$ cat config.mk
export PLATFORM = sky130hd
export DESIGN_NAME = e1_frame_aligner
export DESIGN_NICKNAME = d
export VERILOG_FILES = /design/src/rtl/e1fa_pkg.sv /design/src/rtl/e1fa_bit_window.sv /design/src/rtl/e1fa_align_fsm.sv /design/src/rtl/e1fa_err_counter.sv /design/src/rtl/e1_frame_aligner.sv
export SDC_FILE = /design/constraint.sdc
export NUM_CORES = 1
export LEC_CHECK = 0
export BUFFER_PORTS_ARGS = -buffer_cell sky130_fd_sc_hd__clkbuf_2
export CORE_MARGIN = 4
export CORE_UTILIZATION = 65
export CTS_BUF_LIST = sky130_fd_sc_hd__clkbuf_4 sky130_fd_sc_hd__clkbuf_8
export DETAILED_ROUTE_END_ITERATION = 10
export GPL_ROUTABILITY_DRIVEN = 0
export GPL_TIMING_DRIVEN = 0
export PLACE_DENSITY = 0.86
export SLEW_MARGIN = 10
export SYNTH_ARGS = -nofsm -noshare
export SYNTH_HDL_FRONTEND = slang
export SYNTH_HIERARCHICAL = 1
export SYNTH_SLANG_ARGS = --single-unit
$ cat constraint.sdc
create_clock -name clk -period 6.1 [get_ports clk]
set_input_delay 0.305 -clock clk [delete_from_list [all_inputs] [get_ports clk]]
set_output_delay 0.305 -clock clk [all_outputs]
set_load 0.02 [all_outputs]
$ cat src/rtl/e1fa_pkg.sv
package e1fa_pkg;

    localparam int unsigned TS0_LAST = 7;
    localparam logic [6:0]  FAS_WORD = 7'b0011011;

    typedef enum logic [1:0] {
        ST_HUNT     = 2'd0,
        ST_CHK_NFAS = 2'd1,
        ST_CHK_FAS  = 2'd2,
        ST_SYNC     = 2'd3
    } align_st_e;

    typedef struct packed {
        align_st_e  st;
        logic [2:0] fas_run;
        logic [2:0] nfas_run;
        logic       fas_frame;
        logic       irq;
    } fsm_regs_t;

    typedef struct packed {
        logic       a;
        logic [4:0] sa;
        logic [1:0] si;
    } cap_regs_t;

endpackage

$ cat src/rtl/e1fa_bit_window.sv
module e1fa_bit_window
    import e1fa_pkg::*;
#(
    parameter int unsigned FRAME_BITS = 256,
    localparam int unsigned POS_W = $clog2(FRAME_BITS)
) (
    input  logic       clk,
    input  logic       rst_n,
    input  logic       rx_bit,
    input  logic       rx_valid,
    input  logic       realign,
    output logic [7:0] win,
    output logic       ts0_end
);

    localparam logic [POS_W-1:0] POS_MAX  = POS_W'(FRAME_BITS - 1);
    localparam logic [POS_W-1:0] POS_TS0E = POS_W'(TS0_LAST);

    typedef struct packed {
        logic [6:0]       sr;
        logic [POS_W-1:0] pos;
    } win_regs_t;

    win_regs_t        q, d;
    logic [POS_W-1:0] cur_pos;

    always_comb begin
        d       = q;
        cur_pos = (q.pos == POS_MAX) ? '0 : q.pos + POS_W'(1);
        win     = {q.sr, rx_bit};
        ts0_end = rx_valid && (cur_pos == POS_TS0E);
        if (rx_valid) begin
            d.sr  = win[6:0];
            d.pos = realign ? POS_TS0E : cur_pos;
        end
    end

    always_ff @(posedge clk or negedge rst_n) begin
        if (!rst_n) q <= '0;
        else        q <= d;
    end

    // a realignment only ever happens on a qualified bit
    assert_realign_on_bit_R2: assert property (@(posedge clk) disable iff (!rst_n)
        realign |-> rx_valid);

endmodule

$ cat src/rtl/e1fa_align_fsm.sv
module e1fa_align_fsm
    import e1fa_pkg::*;
(
    input  logic       clk,
    input  logic       rst_n,
    input  logic       rx_valid,
    input  logic [6:0] word,
    input  logic       ts0_end,
    input  logic       loss_thr4,
    input  logic       nfas_chk_off,
    input  logic       force_resync,
    output logic       realign,
    output logic       fas_err,
    output logic       cap_fas,
    output logic       cap_nfas,
    output align_st_e  state,
    output logic       irq
);

    fsm_regs_t  q, d;
    logic [2:0] lim;
    logic       fas_ok;

    always_comb begin
        d        = q;
        d.irq    = 1'b0;
        realign  = 1'b0;
        fas_err  = 1'b0;
        cap_fas  = 1'b0;
        cap_nfas = 1'b0;
        lim      = loss_thr4 ? 3'd4 : 3'd3;
        fas_ok   = (word == FAS_WORD);
        if (force_resync) begin
            d.st       = ST_HUNT;
            d.fas_run  = '0;
            d.nfas_run = '0;
            d.irq      = (q.st == ST_SYNC);
        end else begin
            unique case (q.st)
                ST_HUNT: begin
                    if (rx_valid && fas_ok) begin
                        realign = 1'b1;
                        d.st    = ST_CHK_NFAS;
                    end
                end
                ST_CHK_NFAS: begin
                    if (ts0_end) d.st = word[6] ? ST_CHK_FAS : ST_HUNT;
                end
                ST_CHK_FAS: begin
                    if (ts0_end) begin
                        if (fas_ok) begin
                            d.st        = ST_SYNC;
                            d.fas_frame = 1'b0;
                            d.fas_run   = '0;
                            d.nfas_run  = '0;
                        end else begin
                            d.st = ST_HUNT;
                        end
                    end
                end
                ST_SYNC: begin
                    if (ts0_end) begin
                        d.fas_frame = ~q.fas_frame;
                        if (q.fas_frame) begin
                            cap_fas = 1'b1;
                            if (!fas_ok) begin
                                fas_err   = 1'b1;
                                d.fas_run = q.fas_run + 3'd1;
                            end else begin
                                d.fas_run = '0;
                            end
                        end else begin
                            cap_nfas = 1'b1;
                            if (!word[6] && !nfas_chk_off) d.nfas_run = q.nfas_run + 3'd1;
                            else                           d.nfas_run = '0;
                        end
                        if ((d.fas_run >= lim) || (d.nfas_run >= lim)) begin
                            d.st       = ST_HUNT;
                            d.irq      = 1'b1;
                            d.fas_run  = '0;
                            d.nfas_run = '0;
                        end
                    end
                end
                default: d.st = ST_HUNT;
            endcase
        end
    end

    always_ff @(posedge clk or negedge rst_n) begin
        if (!rst_n) q <= '{st: ST_HUNT, fas_run: 3'd0, nfas_run: 3'd0, fas_frame: 1'b0, irq: 1'b0};
        else        q <= d;
    end

    assign state = q.st;
    assign irq   = q.irq;

    assert_irq_leaves_sync_R9: assert property (@(posedge clk) disable iff (!rst_n)
        q.irq |-> (q.st == ST_HUNT) && ($past(q.st) == ST_SYNC));

    assert_sync_via_confirm_R2: assert property (@(posedge clk) disable iff (!rst_n)
        (q.st == ST_SYNC) && ($past(q.st) != ST_SYNC) |-> $past(q.st) == ST_CHK_FAS);

    assert_runs_below_limit_R4: assert property (@(posedge clk) disable iff (!rst_n)
        (q.fas_run < 3'd4) && (q.nfas_run < 3'd4));

    assert_force_hunts_R11: assert property (@(posedge clk) disable iff (!rst_n)
        force_resync |=> q.st == ST_HUNT);

endmodule

$ cat src/rtl/e1fa_err_counter.sv
module e1fa_err_counter #(
    parameter int unsigned CNT_W = 16
) (
    input  logic             clk,
    input  logic             rst_n,
    input  logic             inc,
    input  logic             clr,
    output logic [CNT_W-1:0] cnt
);

    localparam logic [CNT_W-1:0] CNT_MAX = {CNT_W{1'b1}};

    logic [CNT_W-1:0] cnt_q, cnt_d;

    always_comb begin
        cnt_d = cnt_q;
        if (clr)                         cnt_d = '0;
        else if (inc && cnt_q != CNT_MAX) cnt_d = cnt_q + CNT_W'(1);
    end

    always_ff @(posedge clk or negedge rst_n) begin
        if (!rst_n) cnt_q <= '0;
        else        cnt_q <= cnt_d;
    end

    assign cnt = cnt_q;

    assert_clear_wins_R6: assert property (@(posedge clk) disable iff (!rst_n)
        clr |=> cnt_q == '0);

    assert_saturates_R6: assert property (@(posedge clk) disable iff (!rst_n)
        (cnt_q == CNT_MAX) && !clr |=> cnt_q == CNT_MAX);

endmodule

$ cat src/rtl/e1_frame_aligner.sv
module e1_frame_aligner
    import e1fa_pkg::*;
#(
    parameter int unsigned FRAME_BITS = 256,
    parameter int unsigned CNT_W      = 16
) (
    input  logic             clk,
    input  logic             rst_n,
    input  logic             rx_bit,
    input  logic             rx_valid,
    input  logic             loss_thr4,
    input  logic             nfas_chk_off,
    input  logic             force_resync,
    input  logic             ais_off,
    input  logic             err_clr,
    output logic             lof,
    output logic             lof_irq,
    output logic             ais_en,
    output logic [CNT_W-1:0] fe_count,
    output logic             rx_a,
    output logic [4:0]       rx_sa,
    output logic [1:0]       rx_si
);

    logic [7:0] win;
    logic       ts0_end, realign, fas_err, cap_fas, cap_nfas;
    align_st_e  state;
    cap_regs_t  cap_q, cap_d;

    e1fa_bit_window #(.FRAME_BITS(FRAME_BITS)) u_win (
        .clk      (clk),
        .rst_n    (rst_n),
        .rx_bit   (rx_bit),
        .rx_valid (rx_valid),
        .realign  (realign),
        .win      (win),
        .ts0_end  (ts0_end)
    );

    e1fa_align_fsm u_fsm (
        .clk          (clk),
        .rst_n        (rst_n),
        .rx_valid     (rx_valid),
        .word         (win[6:0]),
        .ts0_end      (ts0_end),
        .loss_thr4    (loss_thr4),
        .nfas_chk_off (nfas_chk_off),
        .force_resync (force_resync),
        .realign      (realign),
        .fas_err      (fas_err),
        .cap_fas      (cap_fas),
        .cap_nfas     (cap_nfas),
        .state        (state),
        .irq          (lof_irq)
    );

    e1fa_err_counter #(.CNT_W(CNT_W)) u_cnt (
        .clk   (clk),
        .rst_n (rst_n),
        .inc   (fas_err),
        .clr   (err_clr),
        .cnt   (fe_count)
    );

    always_comb begin
        cap_d = cap_q;
        if (cap_fas) cap_d.si[1] = win[7];
        if (cap_nfas) begin
            cap_d.si[0] = win[7];
            cap_d.a     = win[5];
            cap_d.sa    = win[4:0];
        end
    end

    always_ff @(posedge clk or negedge rst_n) begin
        if (!rst_n) cap_q <= '0;
        else        cap_q <= cap_d;
    end

    assign lof    = (state != ST_SYNC);
    assign ais_en = lof && !ais_off;
    assign rx_a   = cap_q.a;
    assign rx_sa  = cap_q.sa;
    assign rx_si  = cap_q.si;

    assert_count_frozen_R7: assert property (@(posedge clk) disable iff (!rst_n)
        lof && !err_clr |=> $stable(fe_count));

    assert_capture_frozen_R7: assert property (@(posedge clk) disable iff (!rst_n)
        lof |=> $stable(cap_q));

    assert_irq_with_loss_R9: assert property (@(posedge clk) disable iff (!rst_n)
        lof_irq |-> lof);

endmodule

# Yosys cells after proc, flatten, opt, wreduce, memory -nomap -nowiden
# Index checks and enable logic that the tools add are counted.
# op_classes
add_sub_neg	4
mul	0
div	0
n_lt_le_gt_ge	2
eq_ne	17
shifts	0
mux	45
bitwise	2
n_reduce_logical	16
# op_table
operator	n
$mux W3	11
$mux W16	2
$mux W8	4
$mux W1	19
$add A16 B1 Y16 const B	1
$ne A16 B16 Y1 const B	1
$pmux W7 S2	1
$ne A3 B3 Y1 const B	4
$mux W10	1
$reduce_and A5 Y1	2
$mux W9	1
$add A8 B1 Y8 const B	1
$eq A8 B3 Y1 const B	1
$eq A8 B8 Y1 const B	1
$mux W2	4
$pmux W2 S4	1
$eq A7 B5 Y1 const B	1
$mux W7	1
$add A3 B1 Y3 const B	2
$ge A3 B3 Y1	2
$ne A2 B2 Y1 const B	3
$ne A3 B2 Y1 const B	2
$logic_and A1 B1 Y1	5
$eq A2 B2 Y1 const B	2
other kinds (9)	13
# word_totals
ff_bits	49
latch_bits	0
ram_bits	0
rom_bits	0
inputBits	9
n_memories	0

# Longest topological paths before layout
# depth
ltp_word	13
ltp_mapped	12
mapped_depth_nobuf	10

# By module
# The synthesis kept the hierarchy.
# by_module_without_submodules
module	n_inst	cells_each	area_per_inst_um2	seq_area_each_um2
e1fa_err_counter	1	98	942.2	400.4
e1fa_bit_window	1	87	898.4	375.4
e1fa_align_fsm	1	103	862.1	250.2
e1_frame_aligner	1	19	336.6	200.2

# Worst setup path before layout
# Ideal clock, no wire load.
# synth_path
kind	flip-flop to flip-flop
from	register u_win/q[0] (netlist bit)
to	register u_cnt.cnt_q[3], in the netlist u_cnt/cnt[3]
arrival_time_ps	2906
required_time_ps	6022
path_slack_ps	3116
stages_incl_launch_ff	12
n_path_buf	2
cell_sequence	dfrtp_1 ha_1 buf_2 xor2_1 nand3_1 a31oi_1 nand4b_1 nor3_1 inv_1 clkbuf_1 or4_2 a21oi_1
# synth_via
elab_chain_cells	9
word_cells_on_any_way	10
# synth_rtl
element	line	text
start: declaration	e1fa_bit_window.sv:24	win_regs_t q, d;
start signal: assignment	e1fa_bit_window.sv:39	if (!rst_n) q <= '0;
start signal: assignment	e1fa_bit_window.sv:40	else q <= d;
$add A8 B1 Y8 or $eq A8 B8 Y1 (tied branches)	e1fa_bit_window.sv:29	cur_pos = (q.pos == POS_MAX) ? '0 : q.pos + POS_W'(1);
$mux W8 *	e1fa_bit_window.sv:29	
$eq A8 B3 Y1 *	e1fa_bit_window.sv:31	ts0_end = rx_valid && (cur_pos == POS_TS0E);
$logic_and A1 B1 Y1 *	e1fa_bit_window.sv:31	
net ts0_end	e1_frame_aligner.sv:26	logic ts0_end, realign, fas_err, cap_fas, cap_nfas;
$mux W1 *	e1fa_align_fsm.sv:62	if (ts0_end) begin
$mux W1 *	e1fa_align_fsm.sv:39	unique case (q.st)
$mux W1 *	e1fa_align_fsm.sv:33	if (force_resync) begin
net fas_err	e1_frame_aligner.sv:26	
$logic_and A1 B1 Y1 *	e1fa_err_counter.sv:18	else if (inc && cnt_q != CNT_MAX) cnt_d = cnt_q + CNT_W'(1);
$reduce_bool A2 Y1 (no source line) *	n/a	
end signal: assignment	e1fa_err_counter.sv:23	else cnt_q <= cnt_d;
end: declaration	e1fa_err_counter.sv:13	logic [CNT_W-1:0] cnt_q, cnt_d;
# Mark *: on every way through the listed nets, which the timed path passes. The rest lies on a longest branch.
# A chain may end at the register's enable or synchronous reset.

# Worst setup path after layout
# layout_path
from	register u_win/q[0] (netlist bit)
to	register u_cnt.cnt_q[11], in the netlist u_cnt/cnt[11]
# The elaborated chain is that of the path after synthesis.

==> impl_results.html <==
<table>
<tr><th>Metric</th><th>Value</th></tr>
<tr><th colspan="2">Status</th></tr>
<tr><td>Run status</td><td>completed</td></tr>
<tr><th colspan="2">Clock tree</th></tr>
<tr><td># Post-CTS Setup Buffers</td><td>0</td></tr>
<tr><td>Post-CTS Hold Fix Bufs</td><td>0</td></tr>
<tr><td>Clock transition time at the flip-flop clock pins of the worst setup and hold paths</td><td>0.09 ns</td></tr>
<tr><td>Max clock buf depth</td><td>2</td></tr>
<tr><td>CTS tree</td><td>yes</td></tr>
<tr><td>Sinks on the clock net</td><td>49</td></tr>
<tr><td>Skew-Pair Late Insertion Delay</td><td>0.30 ns</td></tr>
<tr><td>Post-CTS resize count</td><td>0</td></tr>
<tr><td># H-tree levels</td><td>2</td></tr>
<tr><td>CTS Buf Count</td><td>5</td></tr>
<tr><td>Clock root buffer</td><td>sky130_fd_sc_hd__clkbuf_8</td></tr>
<tr><th colspan="2">Logic synthesis</th></tr>
<tr><td>Post-synthesis area per instance</td><td>9.900 um^2</td></tr>
<tr><td>Synth async-reset ratio</td><td>100.0%</td></tr>
<tr><td>EDFF count, synth</td><td>0</td></tr>
<tr><td>Synthesis Warnings</td><td>6</td></tr>
<tr><td>Post-synthesis net count</td><td>327</td></tr>
<tr><td>Primary FF master, synth</td><td>sky130_fd_sc_hd__dfrtp_1</td></tr>
<tr><td>Sequential area share after synthesis</td><td>40.35%</td></tr>
<tr><td>Cell variety after synth</td><td>61</td></tr>
<tr><td>Gate count after technology mapping</td><td>307</td></tr>
<tr><td>Post-synth design cell area</td><td>0.003039 mm^2</td></tr>
<tr><td>#FFs+latches synth</td><td>49</td></tr>
<tr><th colspan="2">Timing</th></tr>
<tr><td>Setup Skew</td><td>0.006809 ns</td></tr>
<tr><td>Unrepaired setup endpoints after global routing</td><td>false</td></tr>
<tr><td>Final critical delay including setup and external delays</td><td>3.664 ns</td></tr>
<tr><td>Max Clk Rate</td><td>0.2729 GHz</td></tr>
<tr><td>Final sum of negative setup slack</td><td>0 ns</td></tr>
<tr><td>Worst slew slack as a fraction of its limit</td><td>59.00%</td></tr>
<tr><td>Slew @ Worst Pin</td><td>0.6150 ns</td></tr>
<tr><td>Minimum setup slack in the final design</td><td>2.436 ns</td></tr>
<tr><td>Final setup vio count</td><td>0</td></tr>
<tr><td>Number of endpoints with negative hold slack in the final report</td><td>0</td></tr>
<tr><td>Hold slack</td><td>0.01079 ns</td></tr>
<tr><td>Final worst path period share</td><td>60.07%</td></tr>
<tr><td>Final max-slew violation count</td><td>0</td></tr>
<tr><th colspan="2">Drt</th></tr>
<tr><td>Total wire length after detailed routing</td><td>6345 um</td></tr>
<tr><td>Number of DRC markers in iteration 0</td><td>146</td></tr>
<tr><td>Vias after detailed routing</td><td>2,513</td></tr>
<tr><td>Via-to-Cell Ratio</td><td>6.267</td></tr>
<tr><td>Remaining antenna violation count</td><td>0</td></tr>
<tr><td>Router iterations before antenna repair</td><td>4</td></tr>
<tr><td>Routed wire length per instance</td><td>15.82 um</td></tr>
<tr><td>DRC violation count after routing</td><td>0</td></tr>
<tr><th colspan="2">Worst setup path</th></tr>
<tr><td>Maximum fanout encountered on the critical timing path</td><td>10</td></tr>
<tr><td>Capture point of the worst reg-to-reg path</td><td>u_cnt/cnt[11]</td></tr>
<tr><td>Stages on the worst setup path</td><td>11</td></tr>
<tr><td>Critical Path Source Type</td><td>register</td></tr>
<tr><td>Required time at the endpoint of the critical path</td><td>6.28 ns</td></tr>
<tr><td>Worst path max stage delay</td><td>0.54 ns</td></tr>
<tr><td>Library cell contributing the largest single delay on the critical path</td><td>sky130_fd_sc_hd__nor3_1</td></tr>
<tr><td>Cell Chain, Critical Path</td><td>ha_1 -&gt; buf_2 -&gt; xor2_1 -&gt; nand3_1 -&gt; a31oi_1 -&gt; nand4b_1 -&gt; nor3_1 -&gt; inv_1 -&gt; clkbuf_1 -&gt; nor4_1 -&gt; mux2_1</td></tr>
<tr><td>End point of the critical path</td><td>u_cnt/cnt[11]</td></tr>
<tr><td>Worst Reg2Reg Path Length in Cells</td><td>11</td></tr>
<tr><td>Startpoint of the worst register-to-register path</td><td>u_win/q[0]</td></tr>
<tr><td>Worst setup path category</td><td>register to register</td></tr>
<tr><td>Cell family with most CP delay</td><td>simple AND/OR/NAND/NOR gates</td></tr>
<tr><td>Sort of element at the end of the critical path</td><td>register</td></tr>
<tr><td>Reg2Reg Setup Slack</td><td>2.44 ns</td></tr>
<tr><td>Critical path buffers and inverters</td><td>3</td></tr>
<tr><td>Worst setup path startpoint</td><td>u_win/q[0]</td></tr>
<tr><td>Critical path data arrival time</td><td>3.85 ns</td></tr>
<tr><th colspan="2">GRT</th></tr>
<tr><td>Sum of overflow across all layers after global routing</td><td>0</td></tr>
<tr><td>Initial antenna violation count</td><td>0</td></tr>
<tr><td>Pin count of the biggest net entering global routing</td><td>50</td></tr>
<tr><td>Via count of the first global-routing pass</td><td>2,332</td></tr>
<tr><td>Global router's overall resource usage</td><td>23.67%</td></tr>
<tr><td>Global-route wire length before repair</td><td>11,250 um</td></tr>
<tr><th colspan="2">Floorplanning</th></tr>
<tr><td>Width of the die</td><td>76.38 um</td></tr>
<tr><td>Core area</td><td>0.004444 mm^2</td></tr>
<tr><td>Placement Rows</td><td>24</td></tr>
<tr><td>Chip Height</td><td>76.38 um</td></tr>
<tr><td>Die Footprint</td><td>0.005834 mm^2</td></tr>
<tr><td>Number of primary I/O pins</td><td>36</td></tr>
<tr><td>Starting density of the core</td><td>68.38%</td></tr>
<tr><th colspan="2">Final layout</th></tr>
<tr><td>Share of layout cells above drive strength 1</td><td>26.93%</td></tr>
<tr><td>Most common cell after layout, fill and taps aside</td><td>sky130_fd_sc_hd__dfrtp_1</td></tr>
<tr><td>Core Util, Final</td><td>76.18%</td></tr>
<tr><td>Layout net count</td><td>369</td></tr>
<tr><td>Commonest cells after routing, fill and taps aside</td><td>sky130_fd_sc_hd__dfrtp_1, sky130_fd_sc_hd__clkbuf_2, sky130_fd_sc_hd__inv_1</td></tr>
<tr><td>Number of diodes</td><td>0</td></tr>
<tr><td>Final Cell Area</td><td>0.003386 mm^2</td></tr>
<tr><td>Layout-stage area growth over the synthesis result</td><td>11.40%</td></tr>
<tr><td>Count of filler cells inserted in the layout</td><td>333</td></tr>
<tr><th colspan="2">Place</th></tr>
<tr><td>Detailed-placement wirelength estimate</td><td>4686 um</td></tr>
<tr><td>Number of buffer cells added on primary ports</td><td>35</td></tr>
<tr><td>Cell area after placement</td><td>0.003279 mm^2</td></tr>
<tr><td>Setup WS pre-CTS</td><td>2.456 ns</td></tr>
<tr><th colspan="2">Power</th></tr>
<tr><td>Leakage power total</td><td>1.589 nW</td></tr>
<tr><td>Peak supply drop</td><td>0.1802 mV</td></tr>
<tr><td>Cell area power density</td><td>238.3 mW/mm^2</td></tr>
<tr><th colspan="2">Worst hold path</th></tr>
<tr><td>Worst Hold Class</td><td>input port to asynchronous set/reset pin</td></tr>
<tr><th colspan="2">Flow run</th></tr>
<tr><td>Number of maximum-capacitance violations</td><td>0</td></tr>
</table>
[cell usage after synthesis, types with 7 or more instances]
cell type	n	share of area (%)
sky130_fd_sc_hd__a21oi_1	18	3.0
sky130_fd_sc_hd__nor2_1	15	1.9
sky130_fd_sc_hd__mux2_4	7	3.5
sky130_fd_sc_hd__mux2_2	9	3.3
sky130_fd_sc_hd__or4_1	8	2.0
sky130_fd_sc_hd__nand3_1	13	2.1
sky130_fd_sc_hd__inv_1	20	2.5
sky130_fd_sc_hd__o21ai_0	8	1.3
sky130_fd_sc_hd__dfrtp_1	49	40
sky130_fd_sc_hd__buf_4	12	3.0
sky130_fd_sc_hd__ha_1	11	4.5
sky130_fd_sc_hd__nand4_1	7	1.4
sky130_fd_sc_hd__nand2_1	19	2.3
sky130_fd_sc_hd__o31ai_1	9	2.2
[how the worst min path moves through the flow]
| stage | startpoint | to | slack (ns) | depth (start not counted) |
|---|---|---|---|---|
| 5_1_grt | rst_n | u_fsm/q[5] | 0.05 | 1 |
| 2_1_floorplan | rst_n | rx_a | 0.009 | 0 |
| 3_5_place_dp | rx_sa[2] | rx_sa[2] | 0.50 | 1 |
| 4_1_cts | rx_bit | u_win/win[1] | 0.25 | 2 |
| 6_report | rst_n | u_fsm/q[3] | 0.01 | 1 |
| 3_3_place_gp | u_win/win[7] | u_win/win[7] | 0.50 | 1 |
[through the flow]
| stage | std cells | power [W] |
|---|---|---|
| detailed placement | 394 | 0.0005880 |
| finish | 401 | 0.0008069 |
| global placement | 394 | 0.0005779 |
| CTS | 401 | 0.0008131 |
| global route | 401 | 0.0008586 |
| floorplan | 307 | 0.0005391 |
[layer usage]
layer,vias up,GRT usage [%],share of wire [%]
met2,59,38.14,50
li1,1223,-,-
met4,0,6.703,1.4
met3,9,3.664,5.0
met5,-,0,0
met1,1222,33.28,44
[logic make-up (layout without fill, tap and decap cells)]
logic type	Yosys count	in the layout	synth area share, %
xor+xnor	1	1	0.2882
fa+ha+maj	11	11	4.529
buf+inv	44	86	8.069
flops	49	49	40.35
simple gates	110	110	22.03
mux	20	20	8.275
compound gates	72	72	16.47
[flip-flops by register name (all words and copies together) (netlist names)]
signal / flops
rx_a: 1
u_fsm/q: 7
u_cnt/cnt: 16
rx_sa: 5
rx_si: 2
u_fsm/irq: 1
u_win/win: 7
u_fsm/state: 2
u_win/q: 8
[layout make-up]
cell class              instances  area (um^2)  area share (%)
flip-flops and latches         49         1226           36.22
well taps                      52        65.06           1.922
repair buffers                 35        177.7           5.248
clock inverters                 2        35.03           1.035
inverters                      20        75.07           2.217
clock buffers                   5        68.82           2.033
multi-input cells             214         1568           46.30
plain buffers                  24        170.2           5.026
[power breakdown]
group / leakage, nW / total (W) / switching [W] / internal (W)
clock: 0.0540 / 0.000224 / 0.000104 / 0.000119
combinational: 0.893 / 0.000189 / 0.000101 / 0.0000879
sequential: 0.642 / 0.000394 / 0.0000378 / 0.000356
total: 1.59 / 0.000807 / 0.000243 / 0.000563
(Power assumes the default switching activity.)
